[src/rtl/mlsg_pkg.sv]
package mlsg_pkg;
    localparam int unsigned DEF_WIDTH = 3;

    typedef enum logic [1:0] {
        ACT_HOLD  = 2'd0,
        ACT_CLEAR = 2'd1,
        ACT_SEED  = 2'd2,
        ACT_SHIFT = 2'd3
    } mlsg_act_e;

    function automatic mlsg_act_e pick_action(input logic rst, input logic en,
                                              input logic is_zero);
        if (rst)          return ACT_CLEAR;
        else if (!en)     return ACT_HOLD;
        else if (is_zero) return ACT_SEED;
        else              return ACT_SHIFT;
    endfunction
endpackage

[src/rtl/mlsg_feedback.sv]
module mlsg_feedback #(
    parameter int unsigned N = 3,
    parameter logic [N-1:0] TAPS = 3'b110
) (
    input  logic [N-1:0] cur,
    output logic         fb
);
    logic [N-1:0] partial;

    for (genvar i = 0; i < N; i++) begin : g_tap
        if (i == 0) begin : g_first
            assign partial[i] = TAPS[i] & cur[i];
        end else begin : g_rest
            assign partial[i] = partial[i-1] ^ (TAPS[i] & cur[i]);
        end
    end

    assign fb = partial[N-1];
endmodule

[src/rtl/mlsg_zero_guard.sv]
module mlsg_zero_guard #(
    parameter int unsigned N = 3
) (
    input  logic [N-1:0] cur,
    output logic         is_zero
);
    assign is_zero = (cur == '0);
endmodule

[src/rtl/mlsg_top.sv]
module mlsg_top #(
    parameter int unsigned N = mlsg_pkg::DEF_WIDTH,
    parameter logic [N-1:0] TAPS = 3'b110,
    parameter logic [N-1:0] SEED = 3'b001
) (
    input  logic         clk,
    input  logic         rst,
    input  logic         en,
    output logic         sout,
    output logic [N-1:0] state
);
    import mlsg_pkg::*;

    logic [N-1:0] q;
    logic [N-1:0] shifted;
    logic         fb;
    logic         is_zero;
    mlsg_act_e    act;

    mlsg_feedback #(.N(N), .TAPS(TAPS)) fb_i (.cur(q), .fb(fb));
    mlsg_zero_guard #(.N(N)) zg_i (.cur(q), .is_zero(is_zero));

    assign shifted = {q[N-2:0], fb};
    assign act     = pick_action(rst, en, is_zero);

    always_ff @(posedge clk) begin
        case (act)
            ACT_CLEAR: q <= '0;
            ACT_SEED:  q <= SEED;
            ACT_SHIFT: q <= shifted;
            default:   q <= q;
        endcase
    end

    assign state = q;
    assign sout  = q[N-1];
endmodule

[config.mk]
export PLATFORM = sky130hd
export DESIGN_NAME = mlsg_top
export DESIGN_NICKNAME = d
export VERILOG_FILES = /design/src/rtl/mlsg_pkg.sv /design/src/rtl/mlsg_feedback.sv /design/src/rtl/mlsg_zero_guard.sv /design/src/rtl/mlsg_top.sv
export SDC_FILE = /design/constraint.sdc
export NUM_CORES = 1
export LEC_CHECK = 0
export BUFFER_PORTS_ARGS = -buffer_cell sky130_fd_sc_hd__buf_4
export CAP_MARGIN = 20
export CORE_AREA = 3 3 40 42
export CTS_CLUSTER_DIAMETER = 100
export DETAILED_ROUTE_END_ITERATION = 7
export DIE_AREA = 0 0 43 45
export SYNTH_ARGS = -nofsm -noshare
export SYNTH_HDL_FRONTEND = slang
export SYNTH_HIERARCHICAL = 1
export SYNTH_SLANG_ARGS = --single-unit
[constraint.sdc]
create_clock -name clk -period 0.9 [get_ports clk]
set_input_delay 0.09 -clock clk [delete_from_list [all_inputs] [get_ports clk]]
set_output_delay 0.09 -clock clk [all_outputs]
set_load 0.01 [all_outputs]
==> flow_metrics.env <==
export IMPL_status="complete, but fails checks"
export IMPL_violations="negative setup slack"
export IMPL_drtPass1Iterations=2
export IMPL_die_y_microns=45
export IMPL_cap_viol_max_count=0
export IMPL_antenna_found_initial=0
export IMPL_gp_congestion=0.755
export IMPL_ys_seq_area_share_pct=56.7
export IMPL_grt_pass1_vias=147
export IMPL_clkTransAtPathRegs_ps=40
export IMPL_post_synth_top_area_fraction_pct=56.7
export IMPL_grt_first_pass_wirelength_microns=607
export IMPL_syn_nets=15
export IMPL_finClkSkew_ps=3.21
export IMPL_intPower_mw=0.386
export IMPL_use_met1_pct=3.39
export IMPL_cellPowerDensity_nw_per_um2=1750
export IMPL_hold_violations=0
export IMPL_criticalPathCategory="reg2out"
export IMPL_worstPathCellList="buf_6 > buf_6"
export IMPL_fin_ws_ps=-154
export IMPL_p_comb_share_pct=16.8
export IMPL_met3_usage_pct=3.98
export IMPL_yosysWarnings=6
export IMPL_dieArea_sq_um=1940
export IMPL_root_buffer="clkbuf_4"
export IMPL_cts_htree_levels=1
export IMPL_peakVddDrop_mv=0.195
export IMPL_io_pins=7
export IMPL_relSlewSlack_pct=86.1
export IMPL_cts_tree="built"
export IMPL_yosys_top_cells_area="edfxtp_1 57%, nor3b_1 9.4%, nand2b_4 8.7%"
export IMPL_cp_data_arrival_time_ps=960
export IMPL_wirelength_microns=357
export IMPL_cpPeakStageDelay_ps=460
export IMPL_core_area_sq_um=1280
export IMPL_antennaDiodeCount=0
export IMPL_yosysUniqueCellTypes=8
export IMPL_drcViolationCount=0
export IMPL_crit_top_cell="buf_6"
export IMPL_layout_drive_gt1_share_pct=60.9
export IMPL_syn_inst=12
export IMPL_finalMaxSlewViolations=0
export IMPL_grt_ovfl_total=0
export IMPL_clock_latency_ps=230
export IMPL_vias_per_cell=3.21
export IMPL_whs_ps=196
export IMPL_cpMaxStageDelayCell="edfxtp_1"
export IMPL_die_w_microns=43
export IMPL_switchingPower_mw=0.114
export IMPL_setup_viol=7
export IMPL_yosys_area_top_type="edfxtp_1"
export IMPL_seq_power_share_pct=36.2
export IMPL_rsz0062_at_grt="true"
export IMPL_syn_avg_cell_area_sq_um=13.2
export IMPL_track_usage_pct=5.34
export IMPL_switching_share_pct=22.8
export IMPL_antenna_left=0
export IMPL_hold_buffers=0
export IMPL_worstSetupEndpointType="primary output"
export IMPL_clockBufferDepth=2
export IMPL_worst_path_max_fanout=3
export IMPL_fmax_mhz=949
export IMPL_power_share_clock_pct=47.0
export IMPL_core_rowCount=13
export IMPL_portBuffers=6
export IMPL_ys_ff_latch=3
export IMPL_p_leak_nw=0.121
export IMPL_period_share_pct=117
export IMPL_grt_max_degree=4
export IMPL_cp_start_kind="register"
export IMPL_hold_path_class="in2reg"
export IMPL_avgRoutedWirePerCell_microns=9.39
export IMPL_drt_iter0_drc=1
export IMPL_area_growth_synth_to_final_pct=79.5
export IMPL_tightest_slew_ps=209
export IMPL_vias=122
export IMPL_largest_reg_flops=3
export IMPL_fin_crit_ps=1050
export IMPL_fillers=143
export IMPL_numCtsBuffers=3
export IMPL_layout_nets=27
export IMPL_pre_cts_ws_ps=-148
export IMPL_initial_utilization_pct=12.4
export IMPL_grt_busiest_layer="met2"
export IMPL_grt_use_met2_pct=8.38
export IMPL_syn_area_sq_um=159
export IMPL_cts_sinks=3
export IMPL_required_ps=810
## timing repair
action,in CTS,in global routing
setup endpoints to repair,7,7
resized for setup,3,4
pin swaps,2,1
buffers inserted,0,0
## cell usage after synthesis
cell      n
edfxtp_1  3
nor2_1    2
nor3b_1   2
buf_4     1
nand2b_4  1
nor3_2    1
or2_2     1
xor2_1    1
## worst max-delay path, delay by kind of cell (launching register included)
family	cells	cell delay, ps
buffers and inverters	2	270
DFF	1	460
## cell families after synthesis
| family | after synthesis | synth area share [%] |
|---|---|---|
| DFF | 3 | 56.7 |
| buffers and inverters | 1 | 4.73 |
| and+or+nand+nor | 7 | 33.1 |
| xor gates and xnor gates | 1 | 5.51 |
## path summary, 6_finish.rpt
| kind | startpoint | to | slack (ps) | depth (start not counted) |
|---|---|---|---|---|
| setup / recovery | state[1]$_DFFE_PP_ | state[1] | -150 | 2 |
| hold / removal | rst | state[0]$_DFFE_PP_ | 200 | 2 |
| setup reg to reg | state[1]$_DFFE_PP_ | state[2]$_DFFE_PP_ | -140 | 2 |
| hold reg to reg | state[0]$_DFFE_PP_ | state[1]$_DFFE_PP_ | 760 | 1 |
## power by group through the flow
stage / registers, mW / clock network [mW] / logic, mW
5_1_grt: 0.183 / 0.254 / 0.0922
6_report: 0.181 / 0.235 / 0.0841
4_1_cts: 0.177 / 0.248 / 0.0776
3_3_place_gp: 0.176 / 0 / 0.0670
3_5_place_dp: 0.178 / 0 / 0.0708
2_1_floorplan: 0.182 / 0 / 0.0295
## final cells by class
type / instances / area, sq um / area share (%)
Sequential cell: 3 / 90.1 / 31.6
Timing Repair Buffer: 8 / 82.6 / 28.9
Multi-Input combinational cell: 8 / 67.6 / 23.7
Clock buffer: 4 / 26.3 / 9.21
Tap cell: 15 / 18.8 / 6.58
## per-stage QoR
stage                     instances  util (%)  cell area, sq um  TNS [ps]  total power [mW]
after floorplan                  12         -               159      -369             0.211
after global placement           34      17.9               230      -221             0.243
after detailed placement         34      17.9               230      -390             0.249
after CTS                        38      20.8               268      -916             0.503
after global routing             38      22.2               285     -1250             0.529
final                            38      22.2               285      -896             0.500
## routing by layer
metal	up-vias	wire length (microns)
li1	62	-
met2	7	210
met1	53	99
met5	-	0
met3	0	47
met4	0	0
## cell usage in the layout (no fill, tap or decap), drive strengths merged
cell / netlist / routed
nor3b: 2 / 2
clkbuf: 0 / 4
xor2: 1 / 1
edfxtp: 3 / 3
nor3: 1 / 1
nand2b: 1 / 1
nor2: 2 / 2
buf: 1 / 8
or2: 1 / 1
(Power assumes the default switching activity.)
